$ cat config.mk
export PLATFORM = sky130hd
export DESIGN_NAME = twi_ctrl_bank
export DESIGN_NICKNAME = d
export VERILOG_FILES = /design/src/rtl/twi_bank_pkg.sv /design/src/rtl/twi_line_sync.sv /design/src/rtl/twi_reg_store.sv /design/src/rtl/twi_slave_fsm.sv /design/src/rtl/twi_ctrl_bank.sv
export SDC_FILE = /design/constraint.sdc
export NUM_CORES = 1
export LEC_CHECK = 0
export BUFFER_PORTS_ARGS = -buffer_cell sky130_fd_sc_hd__buf_2
export CAP_MARGIN = 30
export CORE_MARGIN = 5
export CORE_UTILIZATION = 50
export DETAILED_ROUTE_END_ITERATION = 7
export GPL_TIMING_DRIVEN = 0
export PLACE_DENSITY = 0.7
export SYNTH_ARGS = -nofsm -noshare
export SYNTH_HDL_FRONTEND = slang
export SYNTH_SLANG_ARGS = --single-unit
$ cat constraint.sdc
create_clock -name clk -period 2.29 [get_ports clk]
set_input_delay 0.229 -clock clk [delete_from_list [all_inputs] [get_ports clk]]
set_output_delay 0.229 -clock clk [all_outputs]
set_load 0.005 [all_outputs]
$ cat src/rtl/twi_bank_pkg.sv
package twi_bank_pkg;

    typedef enum logic [2:0] {
        ST_IDLE,
        ST_ADDR,
        ST_ADDR_ACK,
        ST_WR_BYTE,
        ST_WR_ACK,
        ST_RD_BYTE,
        ST_RD_ACK
    } twi_state_t;

    typedef logic [7:0] byte_t;

    localparam int BITS_PER_BYTE = 8;

endpackage

$ cat src/rtl/twi_line_sync.sv
module twi_line_sync #(
    parameter int STAGES = 2
) (
    input  logic clk,
    input  logic rst_n,
    input  logic line_in,
    output logic line_sync,
    output logic line_prev
);

    logic [STAGES-1:0] chain;

    generate
        for (genvar i = 0; i < STAGES; i++) begin : g_stage
            if (i == 0) begin : g_first
                always_ff @(posedge clk or negedge rst_n) begin
                    if (!rst_n) chain[i] <= 1'b1;
                    else        chain[i] <= line_in;
                end
            end else begin : g_next
                always_ff @(posedge clk or negedge rst_n) begin
                    if (!rst_n) chain[i] <= 1'b1;
                    else        chain[i] <= chain[i-1];
                end
            end
        end
    endgenerate

    always_ff @(posedge clk or negedge rst_n) begin
        if (!rst_n) line_prev <= 1'b1;
        else        line_prev <= chain[STAGES-1];
    end

    assign line_sync = chain[STAGES-1];

endmodule

$ cat src/rtl/twi_reg_store.sv
module twi_reg_store
    import twi_bank_pkg::*;
#(
    parameter int               NREG      = 6,
    parameter int               IDXW      = 5,
    parameter logic [NREG*8-1:0] RESET_VAL = '0
) (
    input  logic              clk,
    input  logic              rst_n,
    input  logic              we,
    input  logic [IDXW-1:0]   waddr,
    input  byte_t             wdata,
    input  logic [IDXW-1:0]   raddr,
    output byte_t             rdata,
    output logic [NREG*8-1:0] regs_flat
);

    byte_t regs [NREG];

    generate
        for (genvar k = 0; k < NREG; k++) begin : g_reg
            always_ff @(posedge clk or negedge rst_n) begin
                if (!rst_n)
                    regs[k] <= RESET_VAL[k*8 +: 8];
                else if (we && (waddr == IDXW'(k)))
                    regs[k] <= wdata;
            end
            assign regs_flat[k*8 +: 8] = regs[k];
        end
    endgenerate

    always_comb begin
        rdata = 8'hFF;
        for (int k = 0; k < NREG; k++) begin
            if (raddr == IDXW'(k)) rdata = regs[k];
        end
    end

    AST_WRITE_IN_RANGE: assert property (@(posedge clk) disable iff (!rst_n)
        we |-> (waddr < IDXW'(NREG)));

    AST_HOLD_WITHOUT_WRITE: assert property (@(posedge clk) disable iff (!rst_n)
        !we |=> $stable(regs_flat));

endmodule

$ cat src/rtl/twi_slave_fsm.sv
module twi_slave_fsm
    import twi_bank_pkg::*;
#(
    parameter int         NREG     = 6,
    parameter int         IDXW     = 5,
    parameter logic [6:0] DEV_ADDR = 7'b1101001
) (
    input  logic            clk,
    input  logic            rst_n,
    input  logic            scl_s,
    input  logic            scl_p,
    input  logic            sda_s,
    input  logic            sda_p,
    input  byte_t           rdata,
    output logic [IDXW-1:0] raddr,
    output logic            we,
    output logic [IDXW-1:0] waddr,
    output byte_t           wdata,
    output logic            sda_oe
);

    localparam int          CNTW     = $clog2(BITS_PER_BYTE + 1);
    localparam logic [CNTW-1:0] FULL = CNTW'(BITS_PER_BYTE);
    localparam int          HDR      = 2;
    localparam logic [IDXW-1:0] IDX_MAX = {IDXW{1'b1}};

    twi_state_t      state, state_nx;
    byte_t           shreg;
    logic [CNTW-1:0] bitcnt;
    logic [IDXW-1:0] idx;
    logic            rw;
    logic            nack;

    logic scl_rise, scl_fall, bus_start, bus_stop, byte_end;

    assign scl_rise  = scl_s & ~scl_p;
    assign scl_fall  = ~scl_s & scl_p;
    assign bus_start = scl_s & scl_p & sda_p & ~sda_s;
    assign bus_stop  = scl_s & scl_p & ~sda_p & sda_s;
    assign byte_end  = scl_fall && (bitcnt == FULL);

    // next state
    always_comb begin
        state_nx = state;
        if (bus_stop) begin
            state_nx = ST_IDLE;
        end else if (bus_start) begin
            state_nx = ST_ADDR;
        end else begin
            unique case (state)
                ST_IDLE:     state_nx = ST_IDLE;
                ST_ADDR:     if (byte_end)
                                 state_nx = (shreg[7:1] == DEV_ADDR) ? ST_ADDR_ACK : ST_IDLE;
                ST_ADDR_ACK: if (scl_fall) state_nx = rw ? ST_RD_BYTE : ST_WR_BYTE;
                ST_WR_BYTE:  if (byte_end) state_nx = ST_WR_ACK;
                ST_WR_ACK:   if (scl_fall) state_nx = ST_WR_BYTE;
                ST_RD_BYTE:  if (byte_end) state_nx = ST_RD_ACK;
                ST_RD_ACK:   if (scl_fall) state_nx = nack ? ST_IDLE : ST_RD_BYTE;
                default:     state_nx = ST_IDLE;
            endcase
        end
    end

    // state register
    always_ff @(posedge clk or negedge rst_n) begin
        if (!rst_n) state <= ST_IDLE;
        else        state <= state_nx;
    end

    // datapath
    always_ff @(posedge clk or negedge rst_n) begin
        if (!rst_n) begin
            shreg  <= '0;
            bitcnt <= '0;
            idx    <= '0;
            rw     <= 1'b0;
            nack   <= 1'b0;
        end else if (bus_start || bus_stop) begin
            bitcnt <= '0;
            idx    <= '0;
            nack   <= 1'b0;
        end else begin
            unique case (state)
                ST_ADDR, ST_WR_BYTE: begin
                    if (scl_rise) begin
                        shreg  <= {shreg[6:0], sda_s};
                        bitcnt <= bitcnt + 1'b1;
                    end else if (byte_end) begin
                        bitcnt <= '0;
                        if (state == ST_ADDR) begin
                            rw  <= shreg[0];
                            idx <= '0;
                        end else if (idx != IDX_MAX) begin
                            idx <= idx + 1'b1;
                        end
                    end
                end
                ST_ADDR_ACK: begin
                    if (scl_fall && rw) begin
                        shreg <= rdata;
                        idx   <= idx + 1'b1;
                        nack  <= 1'b0;
                    end
                end
                ST_RD_BYTE: begin
                    if (scl_rise) begin
                        bitcnt <= bitcnt + 1'b1;
                    end else if (byte_end) begin
                        bitcnt <= '0;
                    end else if (scl_fall) begin
                        shreg <= {shreg[6:0], 1'b1};
                    end
                end
                ST_RD_ACK: begin
                    if (scl_rise) begin
                        nack <= sda_s;
                    end else if (scl_fall && !nack) begin
                        shreg <= rdata;
                        if (idx != IDX_MAX) idx <= idx + 1'b1;
                    end
                end
                default: ;
            endcase
        end
    end

    // outputs
    always_comb begin
        sda_oe = 1'b0;
        we     = 1'b0;
        waddr  = idx - IDXW'(HDR);
        wdata  = shreg;
        raddr  = idx;
        unique case (state)
            ST_ADDR_ACK, ST_WR_ACK: sda_oe = 1'b1;
            ST_RD_BYTE:             sda_oe = ~shreg[7];
            ST_WR_BYTE:             we = byte_end && !bus_stop && !bus_start &&
                                         (idx >= IDXW'(HDR)) &&
                                         (idx < IDXW'(HDR + NREG));
            default: ;
        endcase
    end

    AST_OE_QUIET_SCL_HIGH: assert property (@(posedge clk) disable iff (!rst_n)
        (scl_s && scl_p) |=> (!scl_s || $stable(sda_oe)));

    AST_STOP_TO_IDLE: assert property (@(posedge clk) disable iff (!rst_n)
        bus_stop |=> (state == ST_IDLE));

    AST_START_TO_ADDR: assert property (@(posedge clk) disable iff (!rst_n)
        (bus_start && !bus_stop) |=> (state == ST_ADDR && idx == '0));

    AST_BITCNT_BOUND: assert property (@(posedge clk) disable iff (!rst_n)
        bitcnt <= FULL);

    AST_NACK_RELEASE: assert property (@(posedge clk) disable iff (!rst_n)
        (state == ST_RD_ACK && scl_fall && nack && !bus_start && !bus_stop)
            |=> (state == ST_IDLE && !sda_oe));

endmodule

$ cat src/rtl/twi_ctrl_bank.sv
module twi_ctrl_bank
    import twi_bank_pkg::*;
#(
    parameter int                NREG      = 6,
    parameter logic [6:0]        DEV_ADDR  = 7'b1101001,
    parameter int                SYNC_STG  = 2,
    parameter logic [NREG*8-1:0] RESET_VAL = 48'h0F_FF_5A_00_C3_81
) (
    input  logic              clk,
    input  logic              rst_n,
    input  logic              scl_in,
    input  logic              sda_in,
    output logic              sda_oe,
    output logic [NREG*8-1:0] ctrl_out
);

    localparam int IDXW = $clog2(NREG + 3) + 1;

    logic [1:0] line_raw, line_s, line_p;
    assign line_raw = {sda_in, scl_in};

    generate
        for (genvar g = 0; g < 2; g++) begin : g_sync
            twi_line_sync #(.STAGES(SYNC_STG)) u_sync (
                .clk       (clk),
                .rst_n     (rst_n),
                .line_in   (line_raw[g]),
                .line_sync (line_s[g]),
                .line_prev (line_p[g])
            );
        end
    endgenerate

    logic            we;
    logic [IDXW-1:0] waddr, raddr;
    byte_t           wdata, rdata;

    twi_slave_fsm #(
        .NREG     (NREG),
        .IDXW     (IDXW),
        .DEV_ADDR (DEV_ADDR)
    ) u_fsm (
        .clk    (clk),
        .rst_n  (rst_n),
        .scl_s  (line_s[0]),
        .scl_p  (line_p[0]),
        .sda_s  (line_s[1]),
        .sda_p  (line_p[1]),
        .rdata  (rdata),
        .raddr  (raddr),
        .we     (we),
        .waddr  (waddr),
        .wdata  (wdata),
        .sda_oe (sda_oe)
    );

    twi_reg_store #(
        .NREG      (NREG),
        .IDXW      (IDXW),
        .RESET_VAL (RESET_VAL)
    ) u_store (
        .clk       (clk),
        .rst_n     (rst_n),
        .we        (we),
        .waddr     (waddr),
        .wdata     (wdata),
        .raddr     (raddr),
        .rdata     (rdata),
        .regs_flat (ctrl_out)
    );

endmodule

* After elaboration in Yosys (flattened, before gate mapping) *
Cells that the tools add are included.

operators by class
  $add $sub $neg = 3
  $lt $le $gt $ge = 2
  equal/unequal tests = 38
  muxes and demuxes = 45
  bitwise gates (word level) = 14
  reduce and logical (&&, ||, !) cells = 33

operators by type and width
  cell                                                                      count
  8-bit two-way mux                                                         13
  5-bit two-way mux                                                         8
  8-bit one-hot mux with 4 select lines                                     1
  3-bit two-way mux                                                         10
  4-bit by 1-bit inequality test with 1-bit output (second input constant)  6
  5-bit by 2-bit == test with 1-bit output (second input constant)          4
  5-bit by 3-bit == test with 1-bit output (second input constant)          4
  3-bit one-hot mux with 6 select lines                                     1
  4-bit two-way mux                                                         4
  5-bit one-hot mux with 3 select lines                                     1
  1-bit logical AND                                                         13
  3-bit by 1-bit inequality test with 1-bit output (second input constant)  4
  6-bit AND reduction                                                       2
  5-bit by 1-bit == test with 1-bit output (second input constant)          2
  5-bit zero test                                                           2
  3-bit == test (second input constant)                                     3
  9-bit AND reduction                                                       1
  2-bit by 1-bit inequality test with 1-bit output (second input constant)  4
  4-bit nonzero test                                                        2
  1-bit bitwise AND                                                         7
  7-bit == test (second input constant)                                     1
  1-bit NOT                                                                 7
  3-bit by 2-bit == test with 1-bit output (second input constant)          2
  2-bit inequality test (second input constant)                             3
  21 further kinds                                                          30

word-level totals
  flip-flop bits (word level) = 76
  bits of input ports = 4
  output and inout port bits = 49
  logic and storage cells = 153

* Longest topological paths before layout *
  word-level depth = 10
  mapped depth = 9
  mapped depth without buffers = 8

* Modules after synthesis *
From an unflattened synthesis, not the netlist that was laid out.

unflattened totals
  cells, all modules = 368
  area total of the unflattened synthesis = 4161.5 um2

modules (own cells, without submodules)
  module         times used  cells each  area an instance (um2)  seq. area each (um2)
  twi_reg_store  1           169         2343.5                  1228.7
  twi_slave_fsm  1           193         1660.3                  550.5
  twi_line_sync  2           3           78.8                    78.8

* Least setup slack after synthesis *
OpenSTA, ideal clock, no wires.

  path kind = reg2reg
  from = register u_fsm.bitcnt[0]
  to = register u_store.regs, in the netlist u_store.regs_flat[10]
  setup time = 125 ps
  arrival time = 1822 ps
  required time = 2165 ps
  path slack = 343 ps
  stages on the path, launching flop included = 9
  buffers on the path = 1
  period minus slack after synthesis = 1947 ps
  path through = dfrtp_1 inv_1 ha_1 nand3b_1 nor3_2 o2111a_1 and3_1 buf_6 mux2_4

between the ends
  longest elaborated chain between the ends = 8

RTL lines
  item                            RTL line              RTL
  start: declaration              twi_slave_fsm.sv:29   logic [CNTW-1:0] bitcnt;
  start signal: assignment        twi_slave_fsm.sv:87   bitcnt <= bitcnt + 1'b1;
  start signal: assignment        twi_slave_fsm.sv:107  bitcnt <= bitcnt + 1'b1;
  4-bit == test                   twi_slave_fsm.sv:40   assign byte_end = scl_fall && (bitcnt == FULL);
  1-bit logical AND               twi_slave_fsm.sv:40
  1-bit logical AND (3 in a row)  twi_slave_fsm.sv:137  ST_WR_BYTE: we = byte_end && !bus_stop && !bus_start &&
  1-bit logical AND               twi_slave_fsm.sv:138  (idx >= IDXW'(HDR)) &&
  1-bit two-way mux               twi_slave_fsm.sv:134  unique case (state)
  1-bit logical AND               twi_reg_store.sv:25   else if (we && (waddr == IDXW'(k)))
  end signal: indexed assignment  twi_reg_store.sv:24   regs[k] <= RESET_VAL[k*8 +: 8];
  end signal: indexed assignment  twi_reg_store.sv:26   regs[k] <= wdata;
  end: declaration                twi_reg_store.sv:18   byte_t regs [NREG];

Every way passes these cells.
A chain may end at the register's enable or synchronous reset.

* Worst setup path in the final report *
  from = register u_fsm.bitcnt[0]
  to = register u_store.regs, in the netlist u_store.regs_flat[6]

The elaborated chain is that of the path after synthesis.

==> results.tsv <==
stage	metric	value	unit
final_layout	fraction of layout instances using a drive strength above 1	37.8	%
synth	fraction of synthesized area in multiplexers	17.2	%
pwr	Pwr per Cell Area	549	mW/mm²
worst_setup_path	type of destination of the critical path	flop	
sta	Worst Tran Pin Value	0.568	ns
clocking	buffer count from post-CTS setup fixing	0	
final_layout	number of diodes added for antenna fixing	0	
synth	adder-cell area share of the yosys netlist	3.23	%
synth	Post-Syn Area	0.00426	mm²
clocking	Clock Latency Late Sink	0.37	ns
run_status	run status	complete, no violations	
routing	WL final	10.4	mm
sta	maximum achievable frequency	465	MHz
synth	synth unique cells	56	
synth	Post-synth EDFFs	0	
synth	YS warnings	0	
sta	Hold WS	0.340	ns
routing	starting DRC count in detailed routing	154	
worst_setup_path	critical-path maximum fanout	8	
run	max-capacitance violation count	0	
sta	Total Negative Setup Slacks	0	ns
floorplanning	I/O pin count	53	
placed_design	RePlAce Congestion	0.821	
routing	Detail Route Antenna Nets	0	
synth	dominant combinational cell family by area after synthesis	multiplexers	
routing	routed length per placed instance	18.7	µm
routing	detailed-route DRC error count	0	
global_routing	remaining global-route overflow	0	
worst_setup_path	CP Data Required Time	2.54	ns
sta	minimum clock period	2.15	ns
floorplanning	number of rows in the core area	33	
final_layout	design area	0.00489	mm²
clocking	maximum root-to-sink buffer count	2	
global_routing	initial antenna violation count	0	
placed_design	setup slack at placement	-0.119	ns
synth	Mapped Cells	379	
synth	XOR/XNOR share of the synthesized area	0.411	%
routing	DRT Pass-1 Iters	4	
routing	Via-to-Cell Ratio	5.81	
clocking	cell at the root of the clock tree	sky130_fd_sc_hd__clkbuf_8	
sta	number of max-slew violations in the final report	0	
clocking	TritonCTS clock tree	built	
worst_hold_path	path type of the worst min-delay path	in -> async	
sta	final critical-path setup slack	0.137	ns
floorplanning	die width	102	µm
synth	post-synthesis simple-gate area fraction	12.9	%
worst_setup_path	data arrival at the endpoint of the critical path	2.41	ns
worst_setup_path	startpoint type of the worst setup path	flop	
floorplanning	Placeable Area	0.00826	mm²
placed_design	hpwl dp	7.30	mm
synth	register area share after synthesis	45.5	%
global_routing	pin count of the biggest net entering global routing	46	
synth	Net Count, Synth	394	
sta	final hold viol count	0	
synth	share of the synthesized area in compound gates (AO/OA/AOI/OAI)	16.7	%
pwr	final total power	2690	µW
floorplanning	Initial Utilization	51.6	%
floorplanning	height of the die	102	µm
clocking	CTS Buf Count	9	
routing	total number of vias	3222	
synth	mean post-synth cell area	11.2	µm²
global_routing	vias in the first global route	3282	
worst_setup_path	slack of the worst reg-to-reg path	0.14	ns
pwr	leakage	0.00235	µW
placed_design	instance area after placement	0.00467	mm²
final_layout	final-layout fill cell count	717	
sta	Max-Slew Margin vs Limit	61.9	%
sta	clock skew after layout	0.0128	ns
global_routing	global-route wire length before repair	16.9	mm
synth	flip-flop and latch count after synthesis	76	
placed_design	port bufs	52	
sta	final setup fails	0	
worst_setup_path	WS Path Type	reg -> reg	
clocking	depth of the CTS H-tree	3	
sta	portion of the clock cycle consumed by the worst path in the final layout	94.0	%
pwr	VDD IR-drop max	0.000321	V
floorplanning	die area	0.0105	mm²
final_layout	Final #Nets	460	
global_routing	global routing usage summed across all routing layers	20.9	%
clocking	clock-pin slew of the registers on the worst-case setup and hold paths	0.08	ns
clocking	clock sink count	76	
final_layout	Area Growth Syn to Fin	14.8	%
synth	share of flip-flops with an asynchronous set or reset	100	%
sta	setup repair after global routing missed its margin	false	
synth	Main synth FF type	sky130_fd_sc_hd__dfrtp_1	
[sequential cells by signal (all words and copies together) (netlist names)]
| register | cells |
|---|---|
| u_fsm.state | 3 |
| g_sync.u_sync.chain | 2 |
| u_fsm.nack | 1 |
| g_sync.u_sync.line_prev | 2 |
| u_fsm.bitcnt | 4 |
| u_fsm.rw | 1 |
| g_sync.u_sync.line_sync | 2 |
| u_fsm.wdata | 8 |
| u_store.regs_flat | 48 |
| u_fsm.raddr | 5 |
[critical path, stage by stage (launching register included)]
cell	delay (ns)
sky130_fd_sc_hd__dfrtp_1	0.42
sky130_fd_sc_hd__inv_1	0.07
sky130_fd_sc_hd__ha_1	0.14
sky130_fd_sc_hd__nand3b_1	0.19
sky130_fd_sc_hd__nor3_2	0.24
sky130_fd_sc_hd__o2111a_1	0.30
sky130_fd_sc_hd__and3_1	0.19
sky130_fd_sc_hd__buf_6	0.18
sky130_fd_sc_hd__mux2_4	0.31
[through the flow]
stage          std cells  util [%]
2_1_floorplan        379         -
3_3_place_gp         536      56.3
3_5_place_dp         537      56.6
4_1_cts              556      59.2
5_1_grt              555      59.2
6_report             555      59.2
[metal layers]
layer  global-route usage, %  vias to the layer above  share of wire, %
met5                       0                        -                 0
met3                    4.78                       18               4.8
li1                        -                     1516                 -
met4                    6.76                        0               1.9
met1                    27.1                     1600                44
met2                    34.8                       88                50
[final cells by class]
| cell class | count | area (µm²) | area share [%] |
|---|---|---|---|
| clock buffers | 10 | 138 | 2.81 |
| multi-input cells | 272 | 2160 | 44.1 |
| repair buffers | 56 | 313 | 6.40 |
| flip-flops and latches | 76 | 1940 | 39.6 |
| clock inverters | 6 | 40.0 | 0.819 |
| well taps | 105 | 131 | 2.69 |
| plain buffers | 20 | 136 | 2.79 |
| inverters | 10 | 37.5 | 0.767 |
[power breakdown]
part / leakage (µW) / total [µW] / internal (µW) / switching (µW)
clock: 0.0000920 / 943 / 420 / 523
combinational: 0.00132 / 168 / 75.5 / 92.4
sequential: 0.000935 / 1570 / 1410 / 169
total: 0.00235 / 2690 / 1900 / 784
[synth_stat cells (all sizes together), types with 4 or more instances]
master / count / area share [%]
o21ai: 37 / 4.3
nand2b: 17 / 2.6
o22ai: 9 / 1.3
nand2: 33 / 2.9
ha: 11 / 3.2
a2bb2oi: 8 / 1.6
clkbuf: 5 / 0.44
inv: 10 / 0.88
nand3: 9 / 1.1
a21oi: 16 / 1.9
buf: 16 / 2.8
and3: 6 / 0.88
and2: 5 / 0.73
nor2: 9 / 0.79
nor2b: 4 / 0.59
dfstp: 28 / 17
o31ai: 4 / 0.70
mux2: 49 / 17
a31oi: 20 / 3.1
dfrtp: 48 / 28
[cells by family after synthesis]
logic type / after synthesis
AO/OA/AOI/OAI: 109
AND/OR/NAND/NOR: 101
flip-flops: 76
multiplexers: 49
buffers and inverters: 31
adder cells (fa/ha/maj): 11
XOR/XNOR: 2
[final timing paths]
kind | startpoint | end | depth (start not counted)
setup / recovery | u_fsm.bitcnt[0] | u_store.regs_flat[6] | 8
hold / removal | rst_n | u_store.regs_flat[46] | 2
setup reg to reg | u_fsm.bitcnt[0] | u_store.regs_flat[6] | 8
hold reg to reg | g_sync[0].u_sync.chain[0] | g_sync[0].u_sync.line_sync | 0
max in group asynchronous | rst_n | g_sync[0].u_sync.line_prev | 3
min in group clk | g_sync[0].u_sync.chain[0] | g_sync[0].u_sync.line_sync | 0
[what timing repair did]
action | 4_1_cts | 5_1_grt
setup endpoints to repair | 5 | 23
resized for setup | 1 | 4
hold buffers | 3 | 0
endpoints found under the hold margin | 21 | 0
pin swaps | 0 | 2
[placed cells by master, fill, tap and decap left out, types with 2 or more instances in the layout]
| cell | count |
|---|---|
| sky130_fd_sc_hd__o22ai_1 | 9 |
| sky130_fd_sc_hd__mux2_4 | 48 |
| sky130_fd_sc_hd__a211oi_1 | 2 |
| sky130_fd_sc_hd__dfrtp_1 | 48 |
| sky130_fd_sc_hd__dfstp_2 | 28 |
| sky130_fd_sc_hd__a2bb2oi_1 | 8 |
| sky130_fd_sc_hd__nand2_1 | 33 |
| sky130_fd_sc_hd__buf_1 | 3 |
| sky130_fd_sc_hd__clkbuf_1 | 3 |
| sky130_fd_sc_hd__ha_1 | 11 |
| sky130_fd_sc_hd__dlygate4sd3_1 | 3 |
| sky130_fd_sc_hd__clkbuf_8 | 10 |
| sky130_fd_sc_hd__nand3_1 | 9 |
| sky130_fd_sc_hd__buf_2 | 58 |
| sky130_fd_sc_hd__nand3b_1 | 3 |
| sky130_fd_sc_hd__nor4_1 | 2 |
| sky130_fd_sc_hd__clkinv_4 | 2 |
| sky130_fd_sc_hd__inv_1 | 10 |
| sky130_fd_sc_hd__o31ai_1 | 4 |
| sky130_fd_sc_hd__clkinv_2 | 3 |
| sky130_fd_sc_hd__a31oi_1 | 19 |
| sky130_fd_sc_hd__buf_6 | 7 |
| sky130_fd_sc_hd__a22o_1 | 2 |
| sky130_fd_sc_hd__and3_1 | 6 |
| sky130_fd_sc_hd__a21oi_1 | 16 |
| sky130_fd_sc_hd__nand2b_1 | 16 |
| sky130_fd_sc_hd__and2_1 | 5 |
| sky130_fd_sc_hd__nor2_1 | 9 |
| sky130_fd_sc_hd__nor2b_1 | 3 |
| sky130_fd_sc_hd__o21ai_0 | 36 |
Power figures use the tool's default switching activity.
